--- src/rtl/tsc_pkg.sv ---
package tsc_pkg;
  // Strobes passed from control to datapath each cycle
  typedef struct packed {
    logic load;      // take the write data
    logic inc;       // advance by one
    logic capture;   // latch a read result
  } tscStrobes_t;
endpackage

--- src/rtl/tsc_ctrl.sv ---
module tsc_ctrl
  import tsc_pkg::*;
#(
  parameter int SYNC_STAGES = 2,
  parameter logic [7:0] OP_FIRST = 8'h0F,
  parameter logic [7:0] OP_SECOND = 8'h31
) (
  input  logic        clk,
  input  logic        rstN,
  input  logic        invariantMode,
  input  logic        coreClkEn,
  input  logic        refTick,
  input  logic        opValid,
  input  logic [7:0]  opByte0,
  input  logic [7:0]  opByte1,
  input  logic        userLevel,
  input  logic        userAccessDis,
  input  logic        wrEn,
  output tscStrobes_t strobes,
  output logic        faultIllegal,
  output logic        invariantCap
);
  logic [SYNC_STAGES-1:0] syncChain;
  logic tickPrev;
  logic tickPulse;
  logic isReadOp;
  logic blocked;

  genvar gi;
  generate
    for (gi = 0; gi < SYNC_STAGES; gi++) begin : g_sync
      if (gi == 0) begin : g_first
        always_ff @(posedge clk or negedge rstN) begin
          if (!rstN) syncChain[0] <= 1'b0;
          else       syncChain[0] <= refTick;
        end
      end else begin : g_next
        always_ff @(posedge clk or negedge rstN) begin
          if (!rstN) syncChain[gi] <= 1'b0;
          else       syncChain[gi] <= syncChain[gi-1];
        end
      end
    end
  endgenerate

  always_ff @(posedge clk or negedge rstN) begin
    if (!rstN) tickPrev <= 1'b0;
    else       tickPrev <= syncChain[SYNC_STAGES-1];
  end

  assign tickPulse = syncChain[SYNC_STAGES-1] & ~tickPrev;
  assign isReadOp  = opValid && (opByte0 == OP_FIRST) && (opByte1 == OP_SECOND);
  assign blocked   = userAccessDis && userLevel;

  always_comb begin
    strobes.load    = wrEn;
    strobes.inc     = invariantMode ? tickPulse : coreClkEn;
    strobes.capture = isReadOp && !blocked;
  end

  always_ff @(posedge clk or negedge rstN) begin
    if (!rstN) begin
      faultIllegal <= 1'b0;
      invariantCap <= 1'b0;
    end else begin
      faultIllegal <= isReadOp && blocked;
      invariantCap <= invariantMode;
    end
  end
endmodule

--- src/rtl/tsc_datapath.sv ---
module tsc_datapath
  import tsc_pkg::*;
#(
  parameter int HALF_W = 32,
  localparam int CNT_W = 2 * HALF_W
) (
  input  logic              clk,
  input  logic              rstN,
  input  tscStrobes_t       strobes,
  input  logic [CNT_W-1:0]  wrData,
  input  logic              cpuMode64,
  input  logic [CNT_W-1:0]  oldHigh,
  input  logic [CNT_W-1:0]  oldLow,
  output logic [CNT_W-1:0]  count,
  output logic              rdValid,
  output logic [CNT_W-1:0]  rdHigh,
  output logic [CNT_W-1:0]  rdLow
);
  logic [HALF_W-1:0] upperHigh;
  logic [HALF_W-1:0] upperLow;

  always_ff @(posedge clk or negedge rstN) begin
    if (!rstN)              count <= '0;
    else if (strobes.load)  count <= wrData;
    else if (strobes.inc)   count <= count + 1'b1;
  end

  assign upperHigh = cpuMode64 ? '0 : oldHigh[CNT_W-1:HALF_W];
  assign upperLow  = cpuMode64 ? '0 : oldLow[CNT_W-1:HALF_W];

  always_ff @(posedge clk or negedge rstN) begin
    if (!rstN) begin
      rdValid <= 1'b0;
      rdHigh  <= '0;
      rdLow   <= '0;
    end else begin
      rdValid <= strobes.capture;
      if (strobes.capture) begin
        rdHigh <= {upperHigh, count[CNT_W-1:HALF_W]};
        rdLow  <= {upperLow,  count[HALF_W-1:0]};
      end
    end
  end
endmodule

--- src/rtl/tsc_top.sv ---
module tsc_top
  import tsc_pkg::*;
#(
  parameter int HALF_W = 32,
  parameter int SYNC_STAGES = 2,
  localparam int CNT_W = 2 * HALF_W
) (
  input  logic              clk,
  input  logic              rstN,
  input  logic              invariantMode,
  input  logic              coreClkEn,
  input  logic              refTick,
  input  logic              opValid,
  input  logic [7:0]        opByte0,
  input  logic [7:0]        opByte1,
  input  logic              cpuMode64,
  input  logic              userLevel,
  input  logic              userAccessDis,
  input  logic [CNT_W-1:0]  oldHigh,
  input  logic [CNT_W-1:0]  oldLow,
  input  logic              wrEn,
  input  logic [CNT_W-1:0]  wrData,
  output logic              rdValid,
  output logic [CNT_W-1:0]  rdHigh,
  output logic [CNT_W-1:0]  rdLow,
  output logic              faultIllegal,
  output logic              invariantCap
);
  tscStrobes_t strobes;
  logic [CNT_W-1:0] count;

  tsc_ctrl #(.SYNC_STAGES(SYNC_STAGES)) i_ctrl (
    .clk(clk), .rstN(rstN), .invariantMode(invariantMode), .coreClkEn(coreClkEn),
    .refTick(refTick), .opValid(opValid), .opByte0(opByte0), .opByte1(opByte1),
    .userLevel(userLevel), .userAccessDis(userAccessDis), .wrEn(wrEn),
    .strobes(strobes), .faultIllegal(faultIllegal), .invariantCap(invariantCap)
  );

  tsc_datapath #(.HALF_W(HALF_W)) i_dp (
    .clk(clk), .rstN(rstN), .strobes(strobes), .wrData(wrData),
    .cpuMode64(cpuMode64), .oldHigh(oldHigh), .oldLow(oldLow),
    .count(count), .rdValid(rdValid), .rdHigh(rdHigh), .rdLow(rdLow)
  );
endmodule

--- config.mk ---
export PLATFORM = sky130hd
export DESIGN_NAME = tsc_top
export DESIGN_NICKNAME = d
export VERILOG_FILES = /design/src/rtl/tsc_pkg.sv /design/src/rtl/tsc_ctrl.sv /design/src/rtl/tsc_datapath.sv /design/src/rtl/tsc_top.sv
export SDC_FILE = /design/constraint.sdc
export NUM_CORES = 1
export LEC_CHECK = 0
export ABC_AREA = 1
export BUFFER_PORTS_ARGS = -buffer_cell sky130_fd_sc_hd__buf_2
export CAP_MARGIN = 15
export CORE_ASPECT_RATIO = 1.1
export CORE_MARGIN = 2
export CORE_UTILIZATION = 50
export CTS_CLUSTER_SIZE = 16
export DETAILED_ROUTE_END_ITERATION = 10
export HOLD_SLACK_MARGIN = 0.03
export PLACE_DENSITY_LB_ADDON = 0.15
export SYNTH_ARGS = -nofsm -noshare
export SYNTH_HDL_FRONTEND = slang
export SYNTH_SLANG_ARGS = --single-unit
--- constraint.sdc ---
create_clock -name clk -period 4.45 [get_ports clk]
set_input_delay 0.6675 -clock clk [delete_from_list [all_inputs] [get_ports clk]]
set_output_delay 0.6675 -clock clk [all_outputs]
set_load 0.02 [all_outputs]
==> metrics.md, run 1 <==
| Metric | Value |
|---|---|
| Synth top area cells | dfrtp_1 47%, nand2_1 16%, nor2_1 9.9% |
| Routed WL | 31700 um |
| WP data arrival | 2830 ps |
| Non-filler cells, final | 1966 |
| Leakage | 6.86 nW |
| Unrepaired setup endpoints after global routing | false |
| Top Metal Used | met4 |
| Sequential share of the synthesized area | 47.1% |
| Crit path capture type | flip-flop |
| Worst slew pin tran | 1130 ps |
| Post-route ant nets | 0 |
| Ports | 349 |
| Util after Layout | 61.1% |
| Syn. warnings | 0 |
| Post-synthesis cell type count | 35 |
| Clk slew on worst S/H paths | 80 ps |
| Largest net degree at the start of global routing | 92 |
| First-pass GRT wire length | 50100 um |
| Main flop type after synthesis | dfrtp_1 |
| Met2 WL | 14800 um |
| Layout area overhead | 19.8% |
| Vias in the first global route | 9529 |
| Post-Syn Nets | 1666 |
| Fin nets | 1916 |
| Worst Setup Path Type | in -> reg |
| Worst reg-to-reg path cell count | 10 |
| CTS tree | built |
| Die area | 22200 um2 |
| Setup TNS | 0 ps |
| Outcome | finished clean |
| Count leader, synth | nand2_1 |
| # port buffers | 284 |
| DRT iter0 DRCs | 768 |
| Met3 WL | 1930 um |
| CP startpoint kind | input port |
| M1 WL | 14000 um |
| DR pass1 iterations | 5 |
| DIE WIDTH | 142 um |
| Mean Syn Cell Area | 7.28 um2 |
| Fin crit share | 56.3% |
| Post-synth top area cell | dfrtp_1 |
| Worst Path Required | 4770 ps |
| Synthesized cell area | 10500 um2 |
| Power Density | 323 nW/um2 |
| Overflow after GRT | 0 |
| Slew Limit Headroom | 24.7% |
| H-tree levels | 4 |
| Max-slew violation count | 0 |
| Hold crit path type | in -> async |
| Syn Inst Count | 1447 |
| Row count | 55 |
| Worst-Skew Late Latency | 440 ps |
| Initial core utilization | 51.0% |
| Post-CTS Hold Buffers | 0 |
| Layout Skew | 12.0 ps |
| Final hold violations | 0 |
| Post-route DRC | 0 |
| Endpoints failing setup | 0 |
| Yosys reg bits | 198 |
| Post-Place Worst Slack | 1530 ps |
| Core area | 20600 um2 |
| CTS Buffer Depth | 2 |
| Post-DR wirelength/cell | 16.1 um |
| Worst vdd ir | 0.262 mV |
| Fin crit period | 2510 ps |
| Post-synth EDFFs | 0 |
| Top-area cell type share of the netlist area | 47.1% |
| Max Fanout on Critical Path | 48 |
| Final worst setup slack | 1940 ps |
| Clock sink total | 198 |
| Fmax | 399 MHz |
| Worst r2r src | i_dp.count[1]$_DFFE_PN0P_ |
| HPWL after detailed placement | 23300 um |
| DR vias | 10311 |
| Clock buffer count from CTS | 17 |
| Overall Power | 4.08 mW |
| Ant diodes | 0 |
| Die Ht | 156 um |
| Top cells by count, synth | 442 x nand2_1, 279 x nor2_1, 198 x dfrtp_1, 106 x inv_1, 88 x a21oi_1 |
| Async set-reset flop share out of synthesis | 100% |
| Initial antenna violation count | 0 |
| CTS root buffer | clkbuf_16 |
| Tot GR Track Use | 28.6% |
| Gp weighted congestion | 0.991 |
| Via/cell ratio | 5.24 |
| CTS resizes | 0 |
| # Post-CTS Setup Buffers | 0 |
| Max-Cap Viols | 0 |
| Share of layout cells above drive strength 1 | 21.1% |
| Reg2reg end | i_dp.count[20]$_DFFE_PN0P_ |
| Dpl cells | 1934 |
| Flop-to-flop setup slack | 2220 ps |
-- cells in the final DEF, fill, tap and decap left out, types with 6 or more instances in the layout --
cell,n
inv_2,6
nand4_1,17
nand2_1,442
dfrtp_1,198
nor2_1,279
nor2_2,7
o21ai_0,44
nand3b_1,64
a21oi_1,88
clkbuf_16,17
nand3_1,67
inv_1,105
buf_2,283
nand2_2,9
o21ai_1,24
-- stage by stage --
stage,area (um2),hold slack (ps)
after floorplan,10500,331
after global placement,12100,337
after detailed placement,12100,337
after CTS,12600,265
after global routing,12600,283
final,12600,223
-- state kept, by name, summed over array words and instances (netlist names) --
register / flops
i_dp.rdHigh: 64
i_ctrl.tickPrev: 1
i_ctrl.syncChain: 2
i_dp.rdValid: 1
i_dp.rdLow: 64
i_dp.count: 64
i_ctrl.faultIllegal: 1
i_ctrl.invariantCap: 1
-- per-layer routing --
| metal | up-vias | track usage [%] |
|---|---|---|
| met5 | - | 0 |
| met4 | 0 | 11.2 |
| met1 | 4828 | 39.2 |
| met3 | 60 | 5.34 |
| li1 | 5095 | - |
| met2 | 328 | 45.2 |
-- critical path: stages --
cell     delay, ps
buf_2          330
a21oi_1        210
nand2_1        110
inv_2          580
buf_4          590
a21oi_1         70
o21ai_0        170
inv_1           60
-- where the power goes --
part / total [mW] / internal, mW / switching [mW]
combinational: 0.560 / 0.193 / 0.367
clock: 1.51 / 0.749 / 0.764
sequential: 2.00 / 1.89 / 0.115
total: 4.08 / 2.83 / 1.25
-- worst max path at each step --
stage	cells after the start	startpoint	endpoint
3_3_place_gp	8	wrEn	i_dp.count[32]$_DFFE_PN0P_
4_1_cts	8	wrEn	i_dp.count[32]$_DFFE_PN0P_
2_1_floorplan	9	opByte1[5]	i_dp.rdHigh[10]$_DFFE_PN0P_
6_report	8	wrEn	i_dp.count[30]$_DFFE_PN0P_
3_5_place_dp	8	wrEn	i_dp.count[32]$_DFFE_PN0P_
5_1_grt	8	wrEn	i_dp.count[29]$_DFFE_PN0P_
-- kinds of logic (layout without fill, tap and decap cells) --
logic type / Yosys count / after routing / share of synthesized area [%]
simple gates: 899 / 899 / 36.8
compound gates: 172 / 172 / 8.53
fa+ha+maj: 1 / 1 / 0.119
buf+inv: 173 / 436 / 7.14
flops: 198 / 198 / 47.1
xor+xnor: 4 / 4 / 0.333
-- area by class of cell --
cell class	instances	area, um2
clock inverters	13	133
repair buffers	292	1530
flip-flops and latches	198	4950
fillers	1972	8030
inverters	112	425
well taps	256	320
clock buffers	19	433
multi-input cells	1076	4820
Power figures use the tool's default switching activity.
==> inputs of run 2 (changes only) <==
Settings changed: ABC_AREA 1 to 0.
Clock period 4.45 ns to 2.6 ns, I/O delays scaled along.
==> metrics.md, run 2 <==
| Metric | Value |
|---|---|
| Top cells by count, synth | 198 x dfrtp_1, 144 x nand2_1, 115 x o21ai_0, 66 x nand2b_1, 57 x mux2_2 |
| DR pass1 iterations | 5 |
| WP data arrival | 2810 ps |
| Fmax | 408 MHz |
| Reg2reg end | i_dp.count[63]$_DFFE_PN0P_ |
| Worst Setup Path Type | reg -> reg |
| Footprint of the multi-input gates | 4020 um2 |
| Layout Skew | 7.90 ps |
| Gp weighted congestion | 0.830 |
| Worst Path Required | 2960 ps |
| Leakage | 5.76 nW |
| Synthesized cell area | 9240 um2 |
| Fin nets | 1430 |
| Share of layout cells above drive strength 1 | 35.2% |
| Overall Power | 6.47 mW |
| Clock buffer count from CTS | 17 |
| # port buffers | 284 |
| Initial antenna violation count | 1 |
| Endpoints failing setup | 0 |
| NetSw | 1.68 mW |
| Post-synth top area cell | dfrtp_1 |
| CP startpoint kind | flip-flop |
| Overflow after GRT | 0 |
| Syn. warnings | 0 |
| Max-slew violation count | 0 |
| Core area | 18300 um2 |
| Yosys reg bits | 198 |
| DRT iter0 DRCs | 464 |
| Die area | 19600 um2 |
| CTS root buffer | clkbuf_16 |
| Setup TNS | 0 ps |
| Min Hold Slack | 63.6 ps |
| Power Density | 553 nW/um2 |
| Routed WL | 25100 um |
| Post-synthesis cell type count | 54 |
| Flop-to-flop setup slack | 150 ps |
| Post-DR wirelength/cell | 17.1 um |
| Max-Cap Viols | 0 |
| Worst slew pin tran | 849 ps |
| Leading cell type in the layout, fill and taps excluded | buf_2 |
| Final hold violations | 0 |
| P_int | 4.79 mW |
| Ports | 349 |
| Post-route ant nets | 0 |
| Worst Hold Depth | 1 |
| Hold crit path type | in -> reg |
| Main flop type after synthesis | dfrtp_1 |
| Initial core utilization | 50.5% |
| Biggest regs | i_dp.count (64), i_dp.rdHigh (64), i_dp.rdLow (64) |
| Syn Inst Count | 925 |
| Most frequent cells in the layout | 283 x buf_2, 198 x dfrtp_1, 144 x nand2_1 |
| CTS tree | built |
| Sw Ratio | 26.0% |
| HPWL after detailed placement | 18500 um |
| Tot GR Track Use | 26.0% |
| Fin crit share | 94.4% |
| Max Fanout on Critical Path | 8 |
| # Post-CTS Setup Buffers | 0 |
| Worst-Skew Late Latency | 440 ps |
| Largest net degree at the start of global routing | 90 |
| Register area | 4950 um2 |
| DR vias | 7903 |
| Post-Syn Nets | 1144 |
| Vias in the first global route | 7586 |
| DIE WIDTH | 134 um |
| Worst Hold End | i_ctrl.syncChain[0]$_DFF_PN0_ |
| Post-synth EDFFs | 0 |
| Crit path capture type | flip-flop |
| Via/cell ratio | 5.38 |
| Async set-reset flop share out of synthesis | 100% |
| Clk pwr share | 40.0% |
| Layout area overhead | 26.6% |
| Synth top area cells | dfrtp_1 54%, mux2_2 6.9%, o21ai_0 6.2% |
| # fillers | 1600 |
| Fin crit period | 2450 ps |
| Worst vdd ir | 0.450 mV |
| Clk slew on worst S/H paths | 70 ps |
| Hold_sp | refTick |
| Worst reg-to-reg path cell count | 5 |
| Mean Syn Cell Area | 9.99 um2 |
| Outcome | finished clean |
| Slew Limit Headroom | 43.4% |
| Worst r2r src | i_dp.count[37]$_DFFE_PN0P_ |
| Die Ht | 147 um |
| First-pass GRT wire length | 40100 um |
| CTS Buffer Depth | 2 |
| Row count | 52 |
| H-tree levels | 4 |
| Sequential share of the synthesized area | 53.6% |
| Top-area cell type share of the netlist area | 53.6% |
| Count leader, synth | dfrtp_1 |
| Unrepaired setup endpoints after global routing | false |
| Clock sink total | 198 |
| Share of power burned in registers | 51.1% |
| Combinational cell fraction of total power | 9.0% |
| Post-route DRC | 0 |
==> run 2: metrics by stage <==
stage | cells | utilization, % | area [um2] | setup slack (ps)
6_report | 1468 | 64.0 | 11700 | 147
5_1_grt | 1467 | 64.0 | 11700 | 75.0
4_1_cts | 1467 | 63.9 | 11700 | 46.8
3_5_place_dp | 1434 | 60.7 | 11100 | 74.8
3_3_place_gp | 1434 | 60.7 | 11100 | 123
2_1_floorplan | 925 | - | 9240 | 37.6
==> run 2: cells by family (layout without fill, tap and decap cells) <==
| group | Yosys count | count (layout) | synth area share (%) |
|---|---|---|---|
| buf+inv | 71 | 370 | 2.99 |
| compound gates | 163 | 163 | 10.2 |
| xor+xnor | 36 | 36 | 3.41 |
| simple gates | 394 | 394 | 22.2 |
| flops | 198 | 198 | 53.6 |
| other cells | 0 | 1 | 0 |
| fa+ha+maj | 1 | 1 | 0.135 |
| mux | 62 | 62 | 7.49 |
==> run 2: worst max path at each step <==
stage	startpoint	endpoint	slack [ps]	cells after the start
finish	i_dp.count[37]$_DFFE_PN0P_	i_dp.count[63]$_DFFE_PN0P_	150	5
global route	i_dp.count[36]$_DFFE_PN0P_	i_dp.count[63]$_DFFE_PN0P_	80	5
CTS	i_dp.count[37]$_DFFE_PN0P_	i_dp.count[63]$_DFFE_PN0P_	50	5
detailed placement	i_dp.count[33]$_DFFE_PN0P_	i_dp.count[63]$_DFFE_PN0P_	70	5
global placement	i_dp.count[33]$_DFFE_PN0P_	i_dp.count[63]$_DFFE_PN0P_	120	5
floorplan	i_dp.count[31]$_DFFE_PN0P_	i_dp.count[63]$_DFFE_PN0P_	40	8
==> run 2: power groups by stage <==
stage / sequential, mW / combinational, mW / clock, mW
after global placement: 3.36 / 0.575 / 0
after global routing: 3.32 / 0.656 / 2.76
after floorplan: 3.32 / 0.286 / 0
final: 3.30 / 0.582 / 2.58
after detailed placement: 3.36 / 0.584 / 0
after CTS: 3.30 / 0.589 / 2.64
==> run 2: cell type report <==
cell class,instances,area share (%)
clock inverters,15,1.24
well taps,243,2.60
inverters,11,0.353
diodes,1,0.0214
multi-input cells,656,34.4
repair buffers,327,15.4
clock buffers,17,3.64
flip-flops and latches,198,42.4
==> run 2: worst max-delay path, cell delays in order, from the launching register on <==
cell,delay (ps)
dfrtp_1,350
nand3_1,150
or4_4,560
or4_4,620
or4_1,530
a31oi_1,180
==> run 2: timing repair <==
action,4_1_cts,5_1_grt
hold buffers,1,0
endpoints found under the setup margin,0,4
resized for setup,0,2
endpoints found under the hold margin,68,0
==> run 2: metal layers <==
metal,global-route usage (%),share of wire (%)
met5,0,0
met4,7.77,1.5
met3,5.14,6.1
met2,43.3,49
met1,34.7,43
